===== config.mk =====
export PLATFORM = sky130hd
export DESIGN_NAME = cct_channel
export DESIGN_NICKNAME = d
export VERILOG_FILES = /design/src/rtl/cct_pkg.sv /design/src/rtl/cct_sync.sv /design/src/rtl/cct_capq.sv /design/src/rtl/cct_datapath.sv /design/src/rtl/cct_ctrl.sv /design/src/rtl/cct_channel.sv
export SDC_FILE = /design/constraint.sdc
export NUM_CORES = 1
export LEC_CHECK = 0
export BUFFER_PORTS_ARGS = -buffer_cell sky130_fd_sc_hd__buf_2
export CORE_MARGIN = 4
export CORE_UTILIZATION = 35
export DETAILED_ROUTE_END_ITERATION = 12
export PLACE_DENSITY = 0.47
export SLEW_MARGIN = 10
export SYNTH_ARGS = -nofsm -noshare
export SYNTH_HDL_FRONTEND = slang
export SYNTH_SLANG_ARGS = --single-unit

===== constraint.sdc =====
create_clock -name clk -period 3.8 [get_ports clk]
set_input_delay 0.38 -clock clk [delete_from_list [all_inputs] [get_ports clk]]
set_output_delay 0.38 -clock clk [all_outputs]
set_load 0.005 [all_outputs]

===== src/rtl/cct_pkg.sv =====
package cct_pkg;
  localparam int CNT_W  = 16;
  localparam int PRE_W  = 3;
  localparam int CTRL_W = 14;
  localparam int STAT_W = 4;
  localparam int ADDR_W = 4;

  typedef enum logic [ADDR_W-1:0] {
    A_COUNT  = 4'd0,
    A_RELOAD = 4'd1,
    A_HOLD   = 4'd2,
    A_CAPT   = 4'd3,
    A_CMP1   = 4'd4,
    A_CMP2   = 4'd5,
    A_PRE1   = 4'd6,
    A_PRE2   = 4'd7,
    A_CTRL   = 4'd8,
    A_STATUS = 4'd9,
    A_INTEN  = 4'd10
  } regAddrE;

  typedef enum logic [1:0] {
    ACT_NONE = 2'b00,
    ACT_SET  = 2'b01,
    ACT_CLR  = 2'b10,
    ACT_TGL  = 2'b11
  } flagActE;

  typedef enum logic [1:0] {
    RLD_LOAD = 2'b00,
    RLD_PRE1 = 2'b01,
    RLD_PRE2 = 2'b10,
    RLD_ALT  = 2'b11
  } rldSelE;

  // Decoded control word
  typedef struct packed {
    logic [PRE_W-1:0] presSel;
    logic             extSrc;
    logic             cntEn;
    logic             lenMode;
    rldSelE           reloadSel;
    flagActE          act1;
    flagActE          act2;
    logic             pl1;
    logic             pl2;
  } cfgT;

  // Strobes from control to datapath
  typedef struct packed {
    logic             wrCount;
    logic             wrReload;
    logic             wrCmp1;
    logic             wrCmp2;
    logic             wrPre1;
    logic             wrPre2;
    logic             popCap;
    logic             snapHold;
    logic [CNT_W-1:0] wdata;
  } strobeT;
endpackage


===== src/rtl/cct_sync.sv =====
module cct_sync #(
  parameter int STAGES = 2
) (
  input  logic clk,
  input  logic rstN,
  input  logic din,
  output logic rise
);
  logic [STAGES:0] sh;

  always_ff @(posedge clk or negedge rstN) begin
    if (!rstN) sh <= '0;
    else       sh <= {sh[STAGES-1:0], din};
  end

  assign rise = sh[STAGES-1] & ~sh[STAGES];
endmodule


===== src/rtl/cct_capq.sv =====
module cct_capq #(
  parameter int W     = 16,
  parameter int DEPTH = 2,
  localparam int PTR_W = (DEPTH > 1) ? $clog2(DEPTH) : 1,
  localparam int LVL_W = $clog2(DEPTH + 1)
) (
  input  logic             clk,
  input  logic             rstN,
  input  logic             push,
  input  logic [W-1:0]     pushData,
  input  logic             pop,
  output logic [W-1:0]     head,
  output logic [LVL_W-1:0] level,
  output logic             ovf
);
  logic [W-1:0]     mem [DEPTH];
  logic [PTR_W-1:0] wrPtr, rdPtr;
  logic             doPop, doPush;

  function automatic logic [PTR_W-1:0] bump(input logic [PTR_W-1:0] p);
    return (p == PTR_W'(DEPTH - 1)) ? '0 : p + PTR_W'(1);
  endfunction

  assign doPop  = pop && (level != '0);
  assign doPush = push && ((level != LVL_W'(DEPTH)) || doPop);
  assign ovf    = push && !doPush;
  assign head   = (level != '0) ? mem[rdPtr] : '0;

  always_ff @(posedge clk or negedge rstN) begin
    if (!rstN) begin
      wrPtr <= '0;
      rdPtr <= '0;
      level <= '0;
    end else begin
      if (doPush) wrPtr <= bump(wrPtr);
      if (doPop)  rdPtr <= bump(rdPtr);
      level <= level + LVL_W'(doPush) - LVL_W'(doPop);
    end
  end

  always_ff @(posedge clk) begin
    if (doPush) mem[wrPtr] <= pushData;
  end
endmodule


===== src/rtl/cct_datapath.sv =====
module cct_datapath
  import cct_pkg::*;
#(
  parameter int CAPQ_DEPTH  = 2,
  parameter int SYNC_STAGES = 2,
  localparam int LVL_W = $clog2(CAPQ_DEPTH + 1)
) (
  input  logic             clk,
  input  logic             rstN,
  input  strobeT           strb,
  input  cfgT              cfg,
  input  logic             evtIn,
  input  logic             capIn,
  output logic [CNT_W-1:0] cntVal,
  output logic [CNT_W-1:0] reloadVal,
  output logic [CNT_W-1:0] holdVal,
  output logic [CNT_W-1:0] cmp1Val,
  output logic [CNT_W-1:0] cmp2Val,
  output logic [CNT_W-1:0] pre1Val,
  output logic [CNT_W-1:0] pre2Val,
  output logic [CNT_W-1:0] capHead,
  output logic [LVL_W-1:0] capLevel,
  output logic             capPush,
  output logic             capOvf,
  output logic             match1,
  output logic             match2,
  output logic             outFlag
);
  localparam int DIV_W = (1 << PRE_W) - 1;

  logic [DIV_W-1:0] divCnt, divMask;
  logic             intTick, evtRise, tick, atTerm;
  logic [CNT_W-1:0] rldSrc;

  // Prescaler: free-running divider, tick when low presSel bits all ones
  always_comb begin
    for (int i = 0; i < DIV_W; i++) divMask[i] = (i < int'(cfg.presSel));
  end

  always_ff @(posedge clk or negedge rstN) begin
    if (!rstN) divCnt <= '0;
    else       divCnt <= divCnt + DIV_W'(1);
  end

  assign intTick = ((divCnt & divMask) == divMask);

  cct_sync #(.STAGES(SYNC_STAGES)) u_evtSync (
    .clk (clk), .rstN(rstN), .din(evtIn), .rise(evtRise)
  );

  cct_sync #(.STAGES(SYNC_STAGES)) u_capSync (
    .clk (clk), .rstN(rstN), .din(capIn), .rise(capPush)
  );

  assign tick   = cfg.cntEn & (cfg.extSrc ? evtRise : intTick);
  assign atTerm = cfg.lenMode ? (cntVal == cmp1Val) : (cntVal == '1);
  assign match1 = tick & (cntVal == cmp1Val);
  assign match2 = tick & (cntVal == cmp2Val);

  always_comb begin
    unique case (cfg.reloadSel)
      RLD_PRE1: rldSrc = pre1Val;
      RLD_PRE2: rldSrc = pre2Val;
      default:  rldSrc = reloadVal;
    endcase
  end

  function automatic logic applyAct(input flagActE act, input logic cur);
    unique case (act)
      ACT_SET: return 1'b1;
      ACT_CLR: return 1'b0;
      ACT_TGL: return ~cur;
      default: return cur;
    endcase
  endfunction

  // Counter
  always_ff @(posedge clk or negedge rstN) begin
    if (!rstN)             cntVal <= '0;
    else if (strb.wrCount) cntVal <= strb.wdata;
    else if (tick)         cntVal <= atTerm ? rldSrc : cntVal + CNT_W'(1);
  end

  // Load, preload and hold registers
  always_ff @(posedge clk or negedge rstN) begin
    if (!rstN) begin
      reloadVal <= '0;
      pre1Val   <= '0;
      pre2Val   <= '0;
      holdVal   <= '0;
    end else begin
      if (strb.wrReload) reloadVal <= strb.wdata;
      if (strb.wrPre1)   pre1Val   <= strb.wdata;
      if (strb.wrPre2)   pre2Val   <= strb.wdata;
      if (strb.snapHold) holdVal   <= cntVal;
    end
  end

  // Compare registers with match-time preload
  always_ff @(posedge clk or negedge rstN) begin
    if (!rstN) begin
      cmp1Val <= '0;
      cmp2Val <= '0;
    end else begin
      if (strb.wrCmp1)            cmp1Val <= strb.wdata;
      else if (match1 && cfg.pl1) cmp1Val <= pre1Val;
      if (strb.wrCmp2)            cmp2Val <= strb.wdata;
      else if (match2 && cfg.pl2) cmp2Val <= pre2Val;
    end
  end

  // Output flag, compare 1 wins
  always_ff @(posedge clk or negedge rstN) begin
    if (!rstN)       outFlag <= 1'b0;
    else if (match1) outFlag <= applyAct(cfg.act1, outFlag);
    else if (match2) outFlag <= applyAct(cfg.act2, outFlag);
  end

  cct_capq #(.W(CNT_W), .DEPTH(CAPQ_DEPTH)) u_capq (
    .clk     (clk),
    .rstN    (rstN),
    .push    (capPush),
    .pushData(cntVal),
    .pop     (strb.popCap),
    .head    (capHead),
    .level   (capLevel),
    .ovf     (capOvf)
  );
endmodule


===== src/rtl/cct_ctrl.sv =====
module cct_ctrl
  import cct_pkg::*;
#(
  parameter int LVL_W = 2
) (
  input  logic              clk,
  input  logic              rstN,
  input  logic              wrEn,
  input  logic              rdEn,
  input  logic [ADDR_W-1:0] addr,
  input  logic [CNT_W-1:0]  wrData,
  input  logic              holdSnap,
  input  logic [CNT_W-1:0]  cntVal,
  input  logic [CNT_W-1:0]  reloadVal,
  input  logic [CNT_W-1:0]  holdVal,
  input  logic [CNT_W-1:0]  cmp1Val,
  input  logic [CNT_W-1:0]  cmp2Val,
  input  logic [CNT_W-1:0]  pre1Val,
  input  logic [CNT_W-1:0]  pre2Val,
  input  logic [CNT_W-1:0]  capHead,
  input  logic [LVL_W-1:0]  capLevel,
  input  logic              capPush,
  input  logic              capOvf,
  input  logic              match1,
  input  logic              match2,
  input  logic              outFlag,
  output strobeT            strb,
  output cfgT               cfg,
  output logic [STAT_W-1:0] statusBits,
  output logic [CNT_W-1:0]  rdData,
  output logic              irq
);
  logic [CTRL_W-1:0] ctrlReg;
  logic [STAT_W-1:0] intEn, statSet, statClr;

  function automatic logic wrHit(input regAddrE a);
    return wrEn && (addr == a);
  endfunction

  always_comb begin
    strb.wrCount  = wrHit(A_COUNT);
    strb.wrReload = wrHit(A_RELOAD);
    strb.wrCmp1   = wrHit(A_CMP1);
    strb.wrCmp2   = wrHit(A_CMP2);
    strb.wrPre1   = wrHit(A_PRE1);
    strb.wrPre2   = wrHit(A_PRE2);
    strb.popCap   = rdEn && (addr == A_CAPT);
    strb.snapHold = holdSnap;
    strb.wdata    = wrData;
  end

  always_comb begin
    cfg.presSel   = ctrlReg[PRE_W-1:0];
    cfg.extSrc    = ctrlReg[3];
    cfg.cntEn     = ctrlReg[4];
    cfg.lenMode   = ctrlReg[5];
    cfg.reloadSel = rldSelE'(ctrlReg[7:6]);
    cfg.act1      = flagActE'(ctrlReg[9:8]);
    cfg.act2      = flagActE'(ctrlReg[11:10]);
    cfg.pl1       = ctrlReg[12];
    cfg.pl2       = ctrlReg[13];
  end

  assign statSet = {capOvf, capPush, match2, match1};
  assign statClr = wrHit(A_STATUS) ? wrData[STAT_W-1:0] : '0;

  always_ff @(posedge clk or negedge rstN) begin
    if (!rstN) begin
      ctrlReg    <= '0;
      intEn      <= '0;
      statusBits <= '0;
    end else begin
      if (wrHit(A_CTRL))  ctrlReg <= wrData[CTRL_W-1:0];
      if (wrHit(A_INTEN)) intEn   <= wrData[STAT_W-1:0];
      statusBits <= (statusBits & ~statClr) | statSet;
    end
  end

  assign irq = |(statusBits & intEn);

  always_comb begin
    unique case (addr)
      A_COUNT:  rdData = cntVal;
      A_RELOAD: rdData = reloadVal;
      A_HOLD:   rdData = holdVal;
      A_CAPT:   rdData = capHead;
      A_CMP1:   rdData = cmp1Val;
      A_CMP2:   rdData = cmp2Val;
      A_PRE1:   rdData = pre1Val;
      A_PRE2:   rdData = pre2Val;
      A_CTRL:   rdData = CNT_W'(ctrlReg);
      A_STATUS: rdData = CNT_W'({outFlag, capLevel, statusBits});
      A_INTEN:  rdData = CNT_W'(intEn);
      default:  rdData = '0;
    endcase
  end
endmodule


===== src/rtl/cct_channel.sv =====
module cct_channel
  import cct_pkg::*;
#(
  parameter int CAPQ_DEPTH  = 2,
  parameter int SYNC_STAGES = 2
) (
  input  logic        clk,
  input  logic        rstN,
  input  logic        wrEn,
  input  logic        rdEn,
  input  logic [3:0]  addr,
  input  logic [15:0] wrData,
  output logic [15:0] rdData,
  input  logic        evtIn,
  input  logic        capIn,
  input  logic        holdSnap,
  output logic        outFlag,
  output logic        irq
);
  localparam int LVL_W = $clog2(CAPQ_DEPTH + 1);

  strobeT            strb;
  cfgT               cfg;
  logic [CNT_W-1:0]  cntVal, reloadVal, holdVal, cmp1Val, cmp2Val;
  logic [CNT_W-1:0]  pre1Val, pre2Val, capHead;
  logic [LVL_W-1:0]  capLevel;
  logic              capPush, capOvf, match1, match2;
  logic [STAT_W-1:0] statusBits;

  cct_ctrl #(.LVL_W(LVL_W)) u_ctrl (
    .clk       (clk),
    .rstN      (rstN),
    .wrEn      (wrEn),
    .rdEn      (rdEn),
    .addr      (addr),
    .wrData    (wrData),
    .holdSnap  (holdSnap),
    .cntVal    (cntVal),
    .reloadVal (reloadVal),
    .holdVal   (holdVal),
    .cmp1Val   (cmp1Val),
    .cmp2Val   (cmp2Val),
    .pre1Val   (pre1Val),
    .pre2Val   (pre2Val),
    .capHead   (capHead),
    .capLevel  (capLevel),
    .capPush   (capPush),
    .capOvf    (capOvf),
    .match1    (match1),
    .match2    (match2),
    .outFlag   (outFlag),
    .strb      (strb),
    .cfg       (cfg),
    .statusBits(statusBits),
    .rdData    (rdData),
    .irq       (irq)
  );

  cct_datapath #(.CAPQ_DEPTH(CAPQ_DEPTH), .SYNC_STAGES(SYNC_STAGES)) u_dp (
    .clk      (clk),
    .rstN     (rstN),
    .strb     (strb),
    .cfg      (cfg),
    .evtIn    (evtIn),
    .capIn    (capIn),
    .cntVal   (cntVal),
    .reloadVal(reloadVal),
    .holdVal  (holdVal),
    .cmp1Val  (cmp1Val),
    .cmp2Val  (cmp2Val),
    .pre1Val  (pre1Val),
    .pre2Val  (pre2Val),
    .capHead  (capHead),
    .capLevel (capLevel),
    .capPush  (capPush),
    .capOvf   (capOvf),
    .match1   (match1),
    .match2   (match2),
    .outFlag  (outFlag)
  );
endmodule


==> flow_summary.toml, run 1 <==
[synthesis]
yosys.area_share.simple_pct = 11.20
yosys.area_share.xor_xnor_pct = 4.944
synth_seq_cells = 184
seq_area_frac_synth_pct = 48.90
synth_top_area_share_pct = 39.04
synth_edf_count = 32
synth.cell_area_um2 = 9743
ys_async_sr_fraction_pct = 82.61
synthAdderAreaFrac_pct = 1.284
synth_top_family_by_area = "compound AO/OA/AOI/OAI gates"
yosys.area.top_type = "dfrtp_1"
ys_types = 63
synth_compound_area_share_pct = 16.84
synth_cells = 881
syn_nets = 918
synth_top_flop_cell = "dfrtp_1"
ys.warnings.count = 0
avgSynthCellArea_um2 = 11.06
synth.top_cells.by_area = "dfrtp_1 (39%), edfxtp_1 (9.9%), mux2_2 (9.8%), xnor2_1 (4.4%), a22oi_1 (3.9%)"
synthMuxAreaShare_pct = 12.70

[place]
dp_slack_ns = 0.8343
dp_cells = 1259
io_buffers = 44
routabilityCongestion = 0.9109
postPlaceCellArea_um2 = 10400
dp.final_hpwl_um = 23520

[floorplanning]
io_pins = 45
core-area_um2 = 27180
design.die.area_um2 = 30570
chipWidth_um = 174.8
rows = 60
dieHeight_um = 174.8
start_util_pct = 35.85

[clocking]
clk_path_buf_depth = 2
cts_hold_buf = 0
clock_sinks = 184
clk_pin_slew_ns = 0.08
cts_tree = "built"
cts_resized = 0
clk_latency_ns = 0.45
numCtsBuffers = 17
htree_levels = 4
cts_setup_buffers = 0
cts-root-buf = "clkbuf_16"

[timing]
timing.final.crit_period_ns = 2.882
fin_tns_setup_ns = 0
drv_slew = 0
grt_setup_unrepaired = "no"
skew_ns = 0.01359
final-setup-viol-count = 0
fmax_ghz = 0.3470
setup_slack_ns = 0.9179
timing_hold_violations_final = 0
period_share_pct = 75.84
max_slew_margin_pct = 33.35
worst_pin_slew_ns = 0.9974

[global_routing]
grt_max_degree = 88
antenna_found_initial = 0
grt_overflow = 0
grt_usage_pct = 21.97
grt_pass1_wl_um = 50510
grt_pass1_vias = 7360

[detailed_routing]
drt-total-wl_um = 33600
drt_iter0_markers = 927
vias = 7634
drc = 0
viasPerCell = 5.918
ant_nets = 0
drt-wirelength-per-cell_um = 26.04
dr.pass1.iters = 6

[critical_path]
rrSetupSlack_ns = 0.92
rr_endpoint = "u_dp.cmp2Val[6]"
arrival_ns = 3.16
end_kind = "register"
start_kind = "register"
cp.required_ns = 4.08
r2r-start = "u_ctrl.ctrlReg[1]"
crit_fanout = 15
worstSetupPathType = "reg -> reg"
worstRegToRegCells = 7

[pwr]
sequentialPowerShare_pct = 44.3
intPower_mw = 4.444
p_comb_share_pct = 29.5
clkPwrFrac_pct = 26.2
netSwitchingPower_mw = 2.589
swShare_pct = 36.81
ir_drop_mv = 0.2835
p_leak_nw = 4.335
power.density_nw_per_um2 = 640.4

[final_layout]
n_antenna_cell = 0
drive_gt1_share_pct = 25.16
instances_no_fill = 1290
area_growth_pct = 12.71
stdcell_area_um2 = 10980
final_nets = 943
final_cell_mix = "dfrtp_1 (152), mux2_2 (85), a22oi_1 (50), nor2_1 (49), xnor2_1 (49)"
layout_commonest_cell = "dfrtp_1"

[min_path]
hold_path_class = "in -> async"

[outcome]
status = "complete, no violations"

[flow_run]
drv_cap = 0
stage by stage:
| step | total power [mW] | hold slack (ns) | util, % |
|---|---|---|---|
| 4_1_cts | 7.029 | 0.02921 | 40.41 |
| 2_1_floorplan | 4.316 | 0.08441 | - |
| 5_1_grt | 7.371 | 0.02717 | 40.41 |
| 3_3_place_gp | 5.184 | 0.3320 | 38.27 |
| 6_report | 7.033 | 0.02940 | 40.41 |
| 3_5_place_dp | 5.187 | 0.3358 | 38.27 |
cells in the mapped netlist (all sizes together), types with 6 or more instances:
library cell / number
a221oi: 12
nor2: 49
clkbuf: 40
o221a: 16
nand4b: 6
edfxtp: 32
or2: 18
mux2i: 28
mux2: 85
nand2: 44
nand2b: 8
o21ai: 39
nand3: 21
a31oi: 6
o22ai: 12
xnor2: 49
buf: 33
nand4: 20
nor4: 8
a22oi: 50
a22o: 16
dfrtp: 152
a41oi: 11
ha: 10
nor3: 9
a21oi: 35
inv: 16
xor2: 6
layer usage:
metal | share of wire [%] | track usage (%)
met1 | 47 | 32.75
met4 | 1.9 | 5.401
met2 | 44 | 32.70
met3 | 7.7 | 4.630
met5 | 0 | 0
cell families (layout without fill, tap and decap cells):
group           after synthesis  in the layout
compound gates              226            226
flops                       184            184
buf+inv                      89            126
fa+ha+maj                    10             10
mux                         113            113
simple gates                204            204
xor+xnor                     55             55
sequential cells by signal, indices dropped and copies added (netlist names), 7 cells and up:
| register | count |
|---|---|
| u_dp.pre2Val | 16 |
| u_dp.cmp1Val | 16 |
| u_dp.pre1Val | 16 |
| u_dp.reloadVal | 16 |
| u_dp.holdVal | 16 |
| u_ctrl.ctrlReg | 14 |
| u_dp.cntVal | 16 |
| u_dp.divCnt | 7 |
| u_dp.cmp2Val | 16 |
| u_dp.u_capq.mem | 32 |
worst max path at each step:
| stage | startpoint | endpoint | cells after the start |
|---|---|---|---|
| global route | u_dp.divCnt[2] | u_dp.cmp2Val[6] | 7 |
| CTS | u_dp.divCnt[0] | u_dp.cmp2Val[6] | 7 |
| global placement | addr[3] | u_dp.pre2Val[11] | 6 |
| finish | u_ctrl.ctrlReg[1] | u_dp.cmp2Val[6] | 7 |
| detailed placement | addr[3] | u_dp.pre2Val[9] | 6 |
| floorplan | addr[0] | u_dp.u_capq.mem[1][0] | 6 |
area by class of cell:
class                      count  area [um2]
clock inverter                13       142.6
fill                        2732       16190
timing repair buffer          79       501.7
sequential                   184        4765
tap                          372       465.4
clock buffer                  18       439.2
inverter                      16       60.06
multi-input combinational    608        4608
worst max-delay path, stage by stage (launching register included):
cell      delay [ns]
dfrtp_1         0.47
nand2b_1        0.10
a21boi_0        0.10
o21ai_0         0.46
nand3_1         0.77
buf_4           0.48
o21ai_0         0.21
a31oi_1         0.12
power by group through the flow:
stage	Combinational [mW]	Clock (mW)	Sequential, mW
3_5_place_dp	2.06	0	3.13
6_report	2.08	1.84	3.12
5_1_grt	2.24	1.96	3.17
3_3_place_gp	2.05	0	3.13
4_1_cts	2.07	1.86	3.10
2_1_floorplan	1.48	0	2.84
Power figures use the tool's default switching activity.
==> run 2, diff against run 1 <==
==> constraint.sdc (replaced) <==
create_clock -name clk -period 2.8 [get_ports clk]
set_input_delay 0.28 -clock clk [delete_from_list [all_inputs] [get_ports clk]]
set_output_delay 0.28 -clock clk [all_outputs]
set_load 0.005 [all_outputs]
==> run 2 against run 1 <==
Effect of this change: sequential power grew 34%; clock power rose by 34%; critical endpoint is now rdData[6]; via count rose by 2.3%; clock-buffer cell count stayed put; hold slack improved by 0.15 ns; core utilization rose by 0.95 points.
==> flow_summary.toml, run 2 (synthesis gave the netlist of run 1 again) <==
[clocking]
cts-root-buf = "clkbuf_16"
clk_path_buf_depth = 2
clk_latency_ns = 0.43
clock_sinks = 184
numCtsBuffers = 17
cts_tree = "built"
htree_levels = 4
clk_pin_slew_ns = 0.08
cts_resized = 0

[timing]
fin_tns_setup_ns = 0
worst_pin_slew_ns = 0.9866
period_share_pct = 93.28
grt_setup_unrepaired = "no"
drv_slew = 0
final-setup-viol-count = 0
timing.final.crit_period_ns = 2.612
timing_hold_violations_final = 0
fmax_ghz = 0.3829
fin_hold_ws_ns = 0.1843
skew_ns = 0.01638
max_slew_margin_pct = 34.22

[outcome]
status = "complete, no violations"

[critical_path]
end_kind = "output port"
crit_slowest_cell = "a221oi_1"
start_kind = "input port"
cp.buffers_inverters = 3
path_cells = "buf_2 -> nand2b_1 -> inv_1 -> and3_1 -> a221oi_1 -> nand3_1 -> buf_2"
cp_top_family = "simple AND/OR/NAND/NOR gates"
crit_fanout = 16
crit_top_cell = "buf_2"
arrival_ns = 2.33
cp.required_ns = 2.52
max_stage_delay_ns = 0.60
rrSetupSlack_ns = 0.29
worstSetupPathType = "in -> out"

[global_routing]
grt_usage_pct = 22.97
grt_overflow = 0
grt_pass1_vias = 7712
grt_pass1_wl_um = 52890
grt_max_degree = 56
antenna_found_initial = 0

[floorplanning]
chipWidth_um = 174.8
dieHeight_um = 174.8
start_util_pct = 35.85
design.die.area_um2 = 30570
core-area_um2 = 27180
rows = 60
io_pins = 45

[detailed_routing]
drt-total-wl_um = 34890
dr.pass1.iters = 6
drc = 0
drt_iter0_markers = 913
drt-wirelength-per-cell_um = 26.37
viasPerCell = 5.905
vias = 7812
ant_nets = 0

[final_layout]
final_nets = 975
final_cell_mix = "dfrtp_1 (152), mux2_2 (85), buf_4 (63), a22oi_1 (50)"
n_antenna_cell = 0
largest_register_ffs = 32
final_core_utilization_pct = 41.36
drive_gt1_share_pct = 27.34
layout_commonest_cell = "dfrtp_1"
area_growth_pct = 15.36
regMostFlops = "u_dp.u_capq.mem"
fillers = 2672

[pwr]
p_comb_share_pct = 30.5
sequentialPowerShare_pct = 43.7
swShare_pct = 36.87
intPower_mw = 6.025
ir_drop_mv = 0.4692
clkPwrFrac_pct = 25.8
p_leak_nw = 4.478
netSwitchingPower_mw = 3.518
power.density_nw_per_um2 = 849.1

[place]
io_buffers = 44
routabilityCongestion = 0.9249
dp.final_hpwl_um = 24540

[min_path]
hold_path_class = "in -> reg"

[flow_run]
drv_cap = 0
[run 2: worst register-to-register path, cell delays in order (launching register included)]
cell and delay (ns):
dfrtp_1 0.44, xnor2_1 0.23, nand4_1 0.21, nor4_4 0.56, and4_4 0.34, nand3_4 0.25, o221a_2 0.38
[run 2: routing by layer]
metal  vias up  track usage [%]  part of all wire, %
met2       361            33.64                   44
met1      4003            34.69                   47
li1       3403                -                    -
met5         -                0                    0
met3        45            3.894                  6.5
met4         0            7.070                  2.4
[run 2: path summary, 6_finish.rpt]
path	start	endpoint	cells after the start
worst max-delay path	addr[3]	rdData[6]	7
worst min-delay path	wrData[15]	u_dp.cmp2Val[15]	3
worst max register to register	u_dp.cmp1Val[0]	u_dp.cmp1Val[1]	6
worst min register to register	u_dp.u_capSync.sh[0]	u_dp.u_capSync.sh[1]	0
max in group asynchronous	rstN	u_dp.cmp1Val[1]	3
min in group asynchronous	rstN	u_dp.divCnt[2]	2
[run 2: layout make-up]
type	count	area, um2	area share, %
clock inverter	14	162.7	1.447
clock buffer	18	429.2	3.818
sequential	184	4765	42.39
inverter	16	60.06	0.5343
multi-input combinational	608	4608	41.00
timing repair buffer	111	749.5	6.668
tap	372	465.4	4.141
[run 2: through the flow]
step,total power [mW],setup slack [ns],area [um2],instances
final,9.543,0.1880,11240,1323
after CTS,9.563,0.2086,11240,1323
after global routing,10.05,0.08994,11240,1323
after detailed placement,7.074,0.2092,10620,1288
after global placement,7.054,0.2182,10620,1288
after floorplan,5.857,0.1467,9743,881
[run 2: timing repair]
item / CTS / global route
buffers inserted: 0 / 0
hold buffers: 3 / 0
hold endpoints to repair: 54 / 0
[run 2: power by group through the flow]
| stage | sequential, mW | clock (mW) | combinational [mW] |
|---|---|---|---|
| finish | 4.17 | 2.46 | 2.91 |
| global route | 4.24 | 2.63 | 3.17 |
| CTS | 4.14 | 2.52 | 2.90 |
| detailed placement | 4.19 | 0 | 2.88 |
| global placement | 4.19 | 0 | 2.87 |
| floorplan | 3.85 | 0 | 2.01 |
